--- config.mk ---
export PLATFORM = sky130hd
export DESIGN_NAME = quad_step_counter
export DESIGN_NICKNAME = d
export VERILOG_FILES = /design/src/rtl/qdec_pkg.sv /design/src/rtl/qdec_sync.sv /design/src/rtl/qdec_decode.sv /design/src/rtl/qdec_counter.sv /design/src/rtl/qdec_reader.sv /design/src/rtl/quad_step_counter.sv
export SDC_FILE = /design/constraint.sdc
export NUM_CORES = 1
export LEC_CHECK = 0
export ABC_AREA = 1
export ABC_CLOCK_PERIOD_IN_PS = 8500
export BUFFER_PORTS_ARGS = -buffer_cell sky130_fd_sc_hd__clkbuf_2
export CAP_MARGIN = 15
export CORE_ASPECT_RATIO = 1.75
export CORE_MARGIN = 2
export CORE_UTILIZATION = 64
export DETAILED_ROUTE_END_ITERATION = 10
export GPL_ROUTABILITY_DRIVEN = 0
export GPL_TIMING_DRIVEN = 0
export PLACE_DENSITY_LB_ADDON = 0.05
export SETUP_SLACK_MARGIN = 0.05
export SLEW_MARGIN = 30
export SYNTH_ARGS = -nofsm -noshare
export SYNTH_HDL_FRONTEND = slang
export SYNTH_SLANG_ARGS = --single-unit
--- constraint.sdc ---
create_clock -name clk -period 8.5 [get_ports clk]
set_input_delay 1.275 -clock clk [delete_from_list [all_inputs] [get_ports clk]]
set_output_delay 1.275 -clock clk [all_outputs]
set_load 0.1 [all_outputs]
--- src/rtl/qdec_pkg.sv ---
// Shared types and the step classification used by the quadrature decoder.
// Assumes the phase state is packed as {phase_a, phase_b}.
package qdec_pkg;

    typedef logic [1:0] phase_t;

    typedef enum logic [1:0] {
        MOVE_NONE = 2'd0,
        MOVE_CW   = 2'd1,
        MOVE_CCW  = 2'd2,
        MOVE_BAD  = 2'd3
    } move_e;

    // Classify one transition of the two-bit phase state.
    function automatic move_e classify(input phase_t prev, input phase_t cur);
        move_e m;
        case ({prev, cur})
            4'b00_10, 4'b10_11, 4'b11_01, 4'b01_00: m = MOVE_CW;
            4'b10_00, 4'b11_10, 4'b01_11, 4'b00_01: m = MOVE_CCW;
            default: m = ((prev ^ cur) == 2'b11) ? MOVE_BAD : MOVE_NONE;
        endcase
        return m;
    endfunction

endpackage

--- src/rtl/qdec_sync.sv ---
// Multi-flop synchronizer for a vector of asynchronous inputs.
// Assumes each bit is sampled on its own. A glitch on a bit is seen as a
// real change, and the decoder downstream flags a change of both bits together.
module qdec_sync #(
    parameter int W      = 2,
    parameter int STAGES = 2
) (
    input  logic         clk,
    input  logic         rst_n,
    input  logic [W-1:0] din,
    output logic [W-1:0] dout
);
    logic [STAGES-1:0][W-1:0] stg;

    for (genvar g = 0; g < STAGES; g++) begin : g_stage
        // Shift the sampled value one flop further down the chain.
        always_ff @(posedge clk) begin
            if (!rst_n)      stg[g] <= '0;
            else if (g == 0) stg[g] <= din;
            else             stg[g] <= stg[(g == 0) ? 0 : g-1];
        end
    end

    assign dout = stg[STAGES-1];
endmodule

--- src/rtl/qdec_decode.sv ---
// Turns synchronized phase states into registered step pulses.
// Assumes the input is already in the clock domain. The first state after
// reset is compared against 00.
module qdec_decode
    import qdec_pkg::*;
(
    input  logic   clk,
    input  logic   rst_n,
    input  phase_t cur_st,
    output phase_t prev_st,
    output logic   cw_step,
    output logic   ccw_step,
    output logic   bad_step
);
    move_e mv;

    // Classify the change between the stored and current state.
    always_comb mv = classify(prev_st, cur_st);

    // Remember the state and register the classified pulse.
    always_ff @(posedge clk) begin
        if (!rst_n) begin
            prev_st  <= '0;
            cw_step  <= 1'b0;
            ccw_step <= 1'b0;
            bad_step <= 1'b0;
        end else begin
            prev_st  <= cur_st;
            cw_step  <= (mv == MOVE_CW);
            ccw_step <= (mv == MOVE_CCW);
            bad_step <= (mv == MOVE_BAD);
        end
    end
endmodule

--- src/rtl/qdec_counter.sv ---
// Free-running wrapping pulse counter.
// Assumes at most one increment per cycle.
module qdec_counter #(
    parameter int W = 16
) (
    input  logic         clk,
    input  logic         rst_n,
    input  logic         inc,
    output logic [W-1:0] cnt
);
    // Add one for each pulse and let the count wrap at 2^W.
    always_ff @(posedge clk) begin
        if (!rst_n)   cnt <= '0;
        else if (inc) cnt <= cnt + 1'b1;
    end
endmodule

--- src/rtl/qdec_reader.sv ---
// Read port: saves both counters on a read and returns their net difference.
// It also keeps the sticky illegal-transition flag.
// Assumes the counters are the registered values. A pulse in the read cycle
// therefore lands in the counter after the copy is taken.
module qdec_reader #(
    parameter int W = 16
) (
    input  logic                clk,
    input  logic                rst_n,
    input  logic                rd_req,
    input  logic                bad_step,
    input  logic [W-1:0]        cw_cnt,
    input  logic [W-1:0]        ccw_cnt,
    output logic signed [W-1:0] delta,
    output logic                delta_vld,
    output logic                delta_err,
    output logic                seq_err
);
    logic [W-1:0] cw_snap, ccw_snap;
    logic [W-1:0] cw_gain, ccw_gain, net;

    // Modular gains since the last read and their difference.
    always_comb begin
        cw_gain  = cw_cnt - cw_snap;
        ccw_gain = ccw_cnt - ccw_snap;
        net      = cw_gain - ccw_gain;
    end

    // Capture both counters together and publish the difference.
    always_ff @(posedge clk) begin
        if (!rst_n) begin
            cw_snap   <= '0;
            ccw_snap  <= '0;
            delta     <= '0;
            delta_vld <= 1'b0;
            delta_err <= 1'b0;
        end else begin
            delta_vld <= rd_req;
            if (rd_req) begin
                cw_snap   <= cw_cnt;
                ccw_snap  <= ccw_cnt;
                delta     <= $signed(net);
                delta_err <= seq_err;
            end
        end
    end

    // Sticky error: set by an illegal change, cleared by a read.
    always_ff @(posedge clk) begin
        if (!rst_n)      seq_err <= 1'b0;
        else if (rd_req) seq_err <= bad_step;
        else             seq_err <= seq_err | bad_step;
    end
endmodule

--- src/rtl/quad_step_counter.sv ---
// Quadrature decoder top: synchronizer, step decoder, one counter per
// direction, and the read port that returns net movement.
// Assumes the encoder phases are asynchronous and that each phase changes
// at most once every few clock cycles.
module quad_step_counter
    import qdec_pkg::*;
#(
    parameter int CNT_W       = 16,
    parameter int SYNC_STAGES = 2
) (
    input  logic                    clk,
    input  logic                    rst_n,
    input  logic                    enc_a,
    input  logic                    enc_b,
    input  logic                    rd_req,
    output logic                    cw_step,
    output logic                    ccw_step,
    output logic signed [CNT_W-1:0] delta,
    output logic                    delta_vld,
    output logic                    delta_err,
    output logic                    seq_err
);
    localparam int NDIR = 2;

    phase_t cur_st, prev_st;
    logic   bad_step;
    logic [NDIR-1:0]            dir_pulse;
    logic [NDIR-1:0][CNT_W-1:0] dir_cnt;
    logic [CNT_W-1:0]           cw_cnt, ccw_cnt;

    qdec_sync #(.W(2), .STAGES(SYNC_STAGES)) u_sync (
        .clk(clk), .rst_n(rst_n), .din({enc_a, enc_b}), .dout(cur_st)
    );

    qdec_decode u_dec (
        .clk(clk), .rst_n(rst_n), .cur_st(cur_st), .prev_st(prev_st),
        .cw_step(cw_step), .ccw_step(ccw_step), .bad_step(bad_step)
    );

    assign dir_pulse = {ccw_step, cw_step};

    for (genvar d = 0; d < NDIR; d++) begin : g_dir
        qdec_counter #(.W(CNT_W)) u_cnt (
            .clk(clk), .rst_n(rst_n), .inc(dir_pulse[d]), .cnt(dir_cnt[d])
        );
    end

    assign cw_cnt  = dir_cnt[0];
    assign ccw_cnt = dir_cnt[1];

    qdec_reader #(.W(CNT_W)) u_rd (
        .clk(clk), .rst_n(rst_n), .rd_req(rd_req), .bad_step(bad_step),
        .cw_cnt(cw_cnt), .ccw_cnt(ccw_cnt), .delta(delta),
        .delta_vld(delta_vld), .delta_err(delta_err), .seq_err(seq_err)
    );
endmodule

Yosys cells after proc, flatten, opt, wreduce, memory -nomap -nowiden
Index checks and enable logic that the tools add are counted.
{ "op_classes": {"n_addsub": 5, "n_eq_ne": 12, "mux": 3, "bitwise_logic": 2, "n_reduce_logical": 2} }
{ "op_table": {"columns": ["cell", "n"], "rows": [
  ["16-bit subtractor", 3],
  ["16-bit by 1-bit adder with 16-bit output (second input constant)", 2],
  ["4-bit == test (second input constant)", 4],
  ["4-bit by 3-bit == test with 1-bit output (second input constant)", 2],
  ["4-bit OR reduction", 2],
  ["2-bit == test (second input constant)", 3],
  ["4-bit by 1-bit == test with 1-bit output (second input constant)", 1],
  ["4-bit by 2-bit == test with 1-bit output (second input constant)", 1],
  ["2-bit one-hot mux with 2 select lines", 1],
  ["2-bit by 1-bit == test with 1-bit output (second input constant)", 1],
  ["2-bit two-way mux", 1],
  ["2-bit bitwise XOR", 1],
  ["1-bit two-way mux", 1],
  ["1-bit bitwise OR", 1]
]} }
{ "word_totals": {"regBits": 92, "wordCells": 38} }

Depth between registers and ports, before layout
Gate-level depths: netlist of the first run.
{ "depth": {"depth_word": 5, "ltp_mapped": 17} }

By module
A second synthesis of the first run with hierarchy kept.
{ "unflattened": {"hier_cells": 806, "hier_area_um2": 5641.7} }
{ "modules_own_cells": {"columns": ["mod", "instances", "cells_each", "area_each_um2"], "rows": [
  ["qdec_reader", 1, 502, 3601.0],
  ["qdec_counter", 2, 126, 845.8],
  ["qdec_decode", 1, 38, 224.0],
  ["qdec_sync", 1, 14, 125.1]
]} }

Worst setup path before layout of the first run
Ideal clock, no wire load.
{ "synth_path": {"path_type": "register to register", "from": "register g_dir[1].u_cnt.cnt[0]", "to": "register u_rd.delta[12]", "setup_ps": 109, "arrival_ps": 2675, "required_ps": 8391, "path_slack_ps": 5716, "stages_incl_launch_ff": 15, "path_buffers": 0, "synth_period_minus_slack_ps": 2784, "path_cell_list": "dfxtp_1 -> inv_1 -> fa_1 -> inv_1 -> fa_1 -> inv_1 -> ha_1 -> inv_1 -> fa_1 -> o21ai_0 -> nand3_1 -> nand4_1 -> nand3_1 -> nand2_1 -> inv_1"} }
{ "synth_via": {"elab_chain_len": 2} }
{ "synth_rtl": {"columns": ["element", "line", "text"], "rows": [
  ["from (decl)", "qdec_counter.sv:9", "output logic [W-1:0] cnt"],
  ["from (signal assigned)", "qdec_counter.sv:14", "else if (inc) cnt <= cnt + 1'b1;"],
  ["16-bit subtractor", "qdec_reader.sv:25", "ccw_gain = ccw_cnt - ccw_snap;"],
  ["16-bit subtractor", "qdec_reader.sv:26", "net = cw_gain - ccw_gain;"],
  ["to (signal assigned)", "qdec_reader.sv:42", "delta <= $signed(net);"],
  ["to (decl)", "qdec_reader.sv:14", "output logic signed [W-1:0] delta,"]
]} }
Every way passes these cells.
A chain may end at the register's enable or synchronous reset.

Final worst setup path of the first run
Ends and elaborated chain as after synthesis.

==> results_dict.tcl, run 1 <==
set metrics [dict create \
    status "finished, final reports clean" \
    row_count 43 \
    worst_pin_slew_ns 0.745 \
    commonest_non_fill_non_tap_cell_in_the_layout "sky130_fd_sc_hd__inv_1" \
    critical_path.cell_chain "inv_1, fa_1, inv_1, fa_1, inv_1, ha_1, inv_1, fa_1, o21ai_0, nand3_1, nand4_1, nand3_1, nand2_1, inv_1" \
    layout.nets 816 \
    antenna-diode-count 0 \
    route.detailed.vias_per_inst 5.41 \
    mappedNetlistNets 780 \
    drt_iter0_drc 208 \
    start_util 0.660 \
    startpoint_of_the_worst_register_to_register_path "g_dir[1].u_cnt.cnt[0]" \
    final.setup.tns_ns 0 \
    hold_viol_final 0 \
    hold-path-endpoint "u_sync.dout[1]" \
    regToRegSetupSlack_ns 5.24 \
    placed_area_sq_um 5490 \
    postLayoutCellArea_sq_um 5760 \
    postCtsHoldBufs 0 \
    period_needed_ns 3.26 \
    critical_path_class "flop to flop" \
    gr-total-overflow 0 \
    route.vias.total 4642 \
    routed_wirelength_microns 12700 \
    fillCellCount 664 \
    drive_above_1_share 0.0755 \
    wire_length_of_the_first_global_routing_pass_microns 20300 \
    buffer_ports.inserted 25 \
    setup_violations 0 \
    yosys_warnings 0 \
    synth_cells 727 \
    grt_setup_unrepaired "no" \
    area.growth.synth_to_final_pct 9.67 \
    grt_util_all_layers 0.299 \
    slew_headroom 0.503 \
    ff2ff_path_depth 14 \
    worst_path_most_repeated_cell "sky130_fd_sc_hd__inv_1" \
    wl_per_cell_microns 14.8 \
    power.ir.vdd_worst_mv 0.134 \
    die_width_microns 72.5 \
    worst_r2r_endpoint "u_rd.delta[12]" \
    fp.dieH_microns 124 \
    critPathSlowestCell "sky130_fd_sc_hd__fa_1" \
    grt_antenna_before_repair 0 \
    grt_pass1_vias 4520 \
    yosys-top-cells-area "sky130_fd_sc_hd__dfxtp_1, sky130_fd_sc_hd__fa_1, sky130_fd_sc_hd__inv_1, sky130_fd_sc_hd__nand2_1, sky130_fd_sc_hd__a21oi_1" \
    antenna_left 0 \
    crit_path_end_kind "flop" \
    crit_required_ns 8.75 \
    finalClockSkew_ns 0.00890 \
    grt_start_max_net_pins 15 \
    cts.htree.levels 3 \
    min-delay-start "u_sync.stg[1]" \
    yosys_register_bits 92 \
    cts.reportedPaths.clkPinSlew_ns 0.06 \
    final.period_utilization 0.384 \
    cell_chosen_for_the_clock_root "sky130_fd_sc_hd__clkbuf_16" \
    netlist_area_sq_um 5250 \
    remaining_design_rule_violation_count 0 \
    achievable-frequency_mhz 307 \
    cts_buffers 9 \
    worst_skew_pair.late_latency_ns 0.35 \
    layout.cells.most_common_list "sky130_fd_sc_hd__inv_1, sky130_fd_sc_hd__nand2_1, sky130_fd_sc_hd__dfxtp_1" \
    netlist-cell-type-count 31 \
    finalMaxSlewViolations 0 \
    postcts_resize_cnt 0 \
    start_kind "flop" \
    detailedPlacementHpwl_microns 9500 \
    firstDrtPassIters 5 \
    tritoncts_clock_tree "done" \
    core_sq_um 7960 \
    hold_depth 2 \
    clockBufferDepth 2 \
    critPathMaxStageDelay_ns 0.53 \
    netlist.top_cell.by_area "sky130_fd_sc_hd__dfxtp_1" \
    io-pin-count 26 \
    fp.dieArea_sq_um 8980 \
    cp.arrival_ns 3.51 \
    post_cts.repair.setup_buffers 0 \
    cts_sink_count 92 \
    p_leak_nw 2.82 \
    pwr_density_cell_nw_per_um2 202 \
    synth.yosys.seq_area_share 0.351 \
    synth.top_cell.area_share 0.351 \
    synth_area_per_cell_sq_um 7.23 \
    worst_path_maximum_fanout 3 \
    timing.hold.worst.class "flop to flop" \
    maxCapViolCount 0 \
]
-- power by group --
group	total (W)	switching, W	leakage [nW]	internal, W
clock	0.000370	0.000166	0.135	0.000204
combinational	0.000326	0.000238	1.93	0.0000874
sequential	0.000465	0.0000125	0.753	0.000453
-- stage by stage --
| step | util | setup WS [ns] | hold WS (ns) | power, W | cells |
|---|---|---|---|---|---|
| after detailed placement | 0.690 | 5.33 | 0.411 | 0.000795 | 842 |
| after CTS | 0.724 | 5.31 | 0.426 | 0.00116 | 858 |
| final | 0.724 | 5.24 | 0.423 | 0.00116 | 858 |
| after global routing | 0.724 | 5.08 | 0.465 | 0.00122 | 858 |
| after global placement | 0.690 | 5.40 | 0.403 | 0.000786 | 842 |
| after floorplan | - | 5.72 | 0.390 | 0.000730 | 727 |
-- critical path: cells and delay by family, from the launching register on --
family | cells | cell delay [ns]
fa+ha+maj | 4 | 1.56
simple gates | 4 | 0.48
compound gates | 1 | 0.45
flops | 1 | 0.37
buf+inv | 5 | 0.30
-- layout make-up --
class	count	area (sq um)	share of cell area
Buffer	19	75.1	0.0130
Clock buffer	11	243	0.0421
Clock inverter	5	27.5	0.00478
Inverter	153	574	0.0997
Multi-Input combinational cell	463	2760	0.479
Sequential cell	92	1840	0.320
Tap cell	90	113	0.0195
Timing Repair Buffer	25	125	0.0217
-- layer usage --
layer | GRT usage | vias to the layer above | part of all wire
met2 | 0.565 | 102 | 0.55
met5 | 0 | - | 0
met1 | 0.322 | 2195 | 0.38
met4 | 0.126 | 0 | 0.026
met3 | 0.0485 | 29 | 0.042
li1 | - | 2316 | -
-- registers in the layout, summed over array words and instances, names as in the netlist --
register,cells
u_dec.prev_st,2
u_rd.seq_err,1
u_sync.dout,2
u_rd.delta,16
u_dec.ccw_step,1
g_dir.u_cnt.cnt,32
u_rd.delta_err,1
u_sync.stg,2
u_rd.cw_snap,16
u_rd.ccw_snap,16
u_rd.delta_vld,1
u_dec.bad_step,1
u_dec.cw_step,1
-- synth_stat cells --
cell type                  instances
sky130_fd_sc_hd__dfxtp_1          92
sky130_fd_sc_hd__and2_1            1
sky130_fd_sc_hd__nand4_1           3
sky130_fd_sc_hd__o211ai_1          1
sky130_fd_sc_hd__nand2_1         147
sky130_fd_sc_hd__nor3_1           19
sky130_fd_sc_hd__clkbuf_1         10
sky130_fd_sc_hd__fa_1             30
sky130_fd_sc_hd__o21a_1            2
sky130_fd_sc_hd__xor2_1            8
sky130_fd_sc_hd__nand2_4           1
sky130_fd_sc_hd__a31oi_1           1
sky130_fd_sc_hd__nand2_2           3
sky130_fd_sc_hd__nand3b_1          1
sky130_fd_sc_hd__nor3_4            1
sky130_fd_sc_hd__nor3b_1           1
sky130_fd_sc_hd__nor2_1           65
sky130_fd_sc_hd__nor3_2            2
sky130_fd_sc_hd__inv_2             1
sky130_fd_sc_hd__xnor2_1           3
sky130_fd_sc_hd__nor4_1            2
sky130_fd_sc_hd__o21ai_0          53
sky130_fd_sc_hd__buf_2             3
sky130_fd_sc_hd__nand3_1          31
sky130_fd_sc_hd__ha_1             18
sky130_fd_sc_hd__nor2_2            2
sky130_fd_sc_hd__nand3_2           2
sky130_fd_sc_hd__a21oi_1          63
sky130_fd_sc_hd__inv_1           152
sky130_fd_sc_hd__buf_1             6
sky130_fd_sc_hd__nor2_4            3
-- cell families after synthesis --
logic type	synth area share
simple gates	0.234
buf+inv	0.124
compound gates	0.116
flops	0.351
fa+ha+maj	0.157
xor+xnor	0.0183
-- worst max-delay path by stage --
| stage | from | end | depth (start not counted) |
|---|---|---|---|
| 4_1_cts | g_dir[1].u_cnt.cnt[0] | u_rd.delta[12] | 14 |
| 3_5_place_dp | g_dir[1].u_cnt.cnt[0] | u_rd.delta[12] | 14 |
| 2_1_floorplan | g_dir[1].u_cnt.cnt[0] | u_rd.delta[12] | 14 |
| 5_1_grt | g_dir[1].u_cnt.cnt[0] | u_rd.delta[12] | 14 |
| 3_3_place_gp | g_dir[1].u_cnt.cnt[0] | u_rd.delta[12] | 14 |
| 6_report | g_dir[1].u_cnt.cnt[0] | u_rd.delta[12] | 14 |
(Power assumes the default switching activity.)
==> run 2, diff against run 1 <==
--- a/config.mk
+++ b/config.mk
@@ -6,12 +6,12 @@
 export NUM_CORES = 1
 export LEC_CHECK = 0
 export ABC_AREA = 1
-export ABC_CLOCK_PERIOD_IN_PS = 8500
+export ABC_CLOCK_PERIOD_IN_PS = 3050
 export BUFFER_PORTS_ARGS = -buffer_cell sky130_fd_sc_hd__clkbuf_2
 export CAP_MARGIN = 15
 export CORE_ASPECT_RATIO = 1.75
 export CORE_MARGIN = 2
-export CORE_UTILIZATION = 64
+export CORE_UTILIZATION = 62
 export DETAILED_ROUTE_END_ITERATION = 10
 export GPL_ROUTABILITY_DRIVEN = 0
 export GPL_TIMING_DRIVEN = 0
==> constraint.sdc (replaced) <==
create_clock -name clk -period 3.05 [get_ports clk]
set_input_delay 0.4575 -clock clk [delete_from_list [all_inputs] [get_ports clk]]
set_output_delay 0.4575 -clock clk [all_outputs]
set_load 0.1 [all_outputs]
==> run 2 against run 1 <==
- worst hold slack lost 0.13 ns
- register-to-register slack worse by 5.1 ns
- sequential power increased to 2.8 times the previous value
- combinational power grew to 3.0 times the previous value
- clock skew is 0.0015 ns higher
- worst setup slack worse by 5.1 ns
- clock-buffer cell count fell by 1
- critical path type unchanged
- largest cell class unchanged
- highest routed layer unchanged
==> results_dict.tcl, run 2 (synthesis results as in run 1) <==
set metrics [dict create \
    ff2ff_path_depth 13 \
    status "finished, final reports clean" \
    worst_skew_pair.late_latency_ns 0.35 \
    achievable-frequency_mhz 348 \
    fp.dieH_microns 126 \
    layout.nets 818 \
    crit_required_ns 3.30 \
    cts_buffers 9 \
    hold_depth 3 \
    clockBufferDepth 2 \
    timing.hold.worst.class "primary input to flop" \
    antenna-diode-count 0 \
    finalMaxSlewViolations 0 \
    worst_path_maximum_fanout 5 \
    cp.arrival_ns 3.12 \
    cts.reportedPaths.clkPinSlew_ns 0.07 \
    finalClockSkew_ns 0.0104 \
    worstSetupEndpoint "u_rd.delta[14]" \
    crit_path_end_kind "flop" \
    buffer_ports.inserted 25 \
    grt_setup_unrepaired "yes" \
    setup_violations 0 \
    area.growth.synth_to_final_pct 12.4 \
    p_leak_nw 2.84 \
    largest_reg_flops 32 \
    postLayoutCoreUtil 0.715 \
    slew_headroom 0.506 \
    layout.cells.most_common_list "sky130_fd_sc_hd__inv_1, sky130_fd_sc_hd__nand2_1, sky130_fd_sc_hd__dfxtp_1" \
    die_width_microns 73.6 \
    number_of_placed_instances_with_taps_included 844 \
    grt_antenna_before_repair 0 \
    critPathSlowestCell "sky130_fd_sc_hd__fa_1" \
    route.detailed.vias_per_inst 5.40 \
    fp.dieArea_sq_um 9260 \
    sequential_cell_area_sq_um 1850 \
    cts_sink_count 92 \
    tritoncts_clock_tree "done" \
    grt_start_max_net_pins 16 \
    drt_iter0_drc 224 \
    wl_per_cell_microns 14.7 \
    period_needed_ns 2.87 \
    worst_pin_slew_ns 0.741 \
    startpoint_of_the_worst_register_to_register_path "g_dir[0].u_cnt.cnt[9]" \
    start_kind "flop" \
    cell_chosen_for_the_clock_root "sky130_fd_sc_hd__clkbuf_16" \
    fin_total_pwr_w 0.00338 \
    io-pin-count 26 \
    detailedPlacementHpwl_microns 9470 \
    wire_length_of_the_first_global_routing_pass_microns 20800 \
    min-delay-start "enc_b" \
    critical_path_cell_count 13 \
    finalHoldWorstSlack_ns 0.296 \
    max_flop_register "g_dir.u_cnt.cnt" \
    regToRegSetupSlack_ns 0.18 \
    commonest_non_fill_non_tap_cell_in_the_layout "sky130_fd_sc_hd__inv_1" \
    antenna_left 0 \
    firstDrtPassIters 5 \
    critical_path.cell_chain "inv_1, fa_1, fa_1, inv_1, ha_1, nand2_1, nor2_1, and2_1, nand2_2, nand3_1, nand3_1, nand2_1, inv_1" \
    critical_path.top_delay_family "adder cells" \
    worst_path_most_repeated_cell "sky130_fd_sc_hd__inv_1" \
    start_util 0.636 \
    multiInputGateArea_sq_um 2860 \
    routed_wirelength_microns 12700 \
    drive_above_1_share 0.113 \
    cts.htree.levels 3 \
    remaining_design_rule_violation_count 0 \
    postCtsHoldBufs 0 \
    route.vias.total 4656 \
    critical_path_class "flop to flop" \
    row_count 44 \
    critPathMaxStageDelay_ns 0.51 \
    gr-total-overflow 0 \
    power.ir.vdd_worst_mv 0.404 \
    final.period_utilization 0.941 \
    hold_viol_final 0 \
    grt_pass1_vias 4500 \
    finish.cell_count_without_fillers 862 \
    cp-startpoint "g_dir[0].u_cnt.cnt[9]" \
    fillCellCount 670 \
    critical_path.n_buffers_inverters 3 \
    core_sq_um 8260 \
    pwr_density_cell_nw_per_um2 573 \
    maxCapViolCount 0 \
    worst_r2r_endpoint "u_rd.delta[14]" \
    grt_util_all_layers 0.293 \
]
[run 2: repair_timing]
item | 4_1_cts | 5_1_grt
setup buffers | 0 | 2
gates resized for setup | 4 | 27
pin swaps | 0 | 5
setup endpoints to repair | 3 | 12
hold endpoints to repair | 0 | 0
[run 2: area by class of cell]
type,instances,area share
inverters,153,0.0973
clock inverters,6,0.0110
repair buffers,27,0.0237
plain buffers,19,0.0127
well taps,92,0.0195
flip-flops and latches,92,0.313
clock buffers,10,0.0388
multi-input cells,463,0.484
[run 2: per-layer routing]
| layer | track usage | up-vias | wire (microns) |
|---|---|---|---|
| li1 | - | 2325 | - |
| met1 | 0.342 | 2209 | 5160 |
| met2 | 0.516 | 90 | 6750 |
| met3 | 0.0416 | 32 | 345 |
| met4 | 0.128 | 0 | 456 |
| met5 | 0 | - | 0 |
[run 2: worst min-delay path, cell delays in order]
cell	delay, ns
sky130_fd_sc_hd__clkbuf_2	0.07
sky130_fd_sc_hd__nand2_1	0.04
sky130_fd_sc_hd__inv_1	0.04
[run 2: metrics by stage]
step,setup slack [ns],setup TNS [ns],area [sq um]
after floorplan,0.266,0,5250
after CTS,0.108,0,5800
final,0.179,0,5900
after global placement,-0.0477,-0.0477,5490
after detailed placement,-0.111,-0.111,5490
after global routing,0.0349,0,5900
[run 2: how the worst min path moves through the flow]
stage | endpoint | slack [ns]
floorplan | u_sync.dout[0] | 0.39
global placement | u_sync.dout[1] | 0.40
detailed placement | u_sync.dout[0] | 0.41
CTS | u_sync.stg[0] | 0.30
global route | u_sync.stg[0] | 0.30
finish | u_sync.stg[0] | 0.30
[run 2: power by group]
part / total, W / switching, W / internal (W)
registers: 0.00130 / 0.0000334 / 0.00126
logic: 0.000968 / 0.000698 / 0.000271
clock network: 0.00112 / 0.000481 / 0.000636
total: 0.00338 / 0.00121 / 0.00217
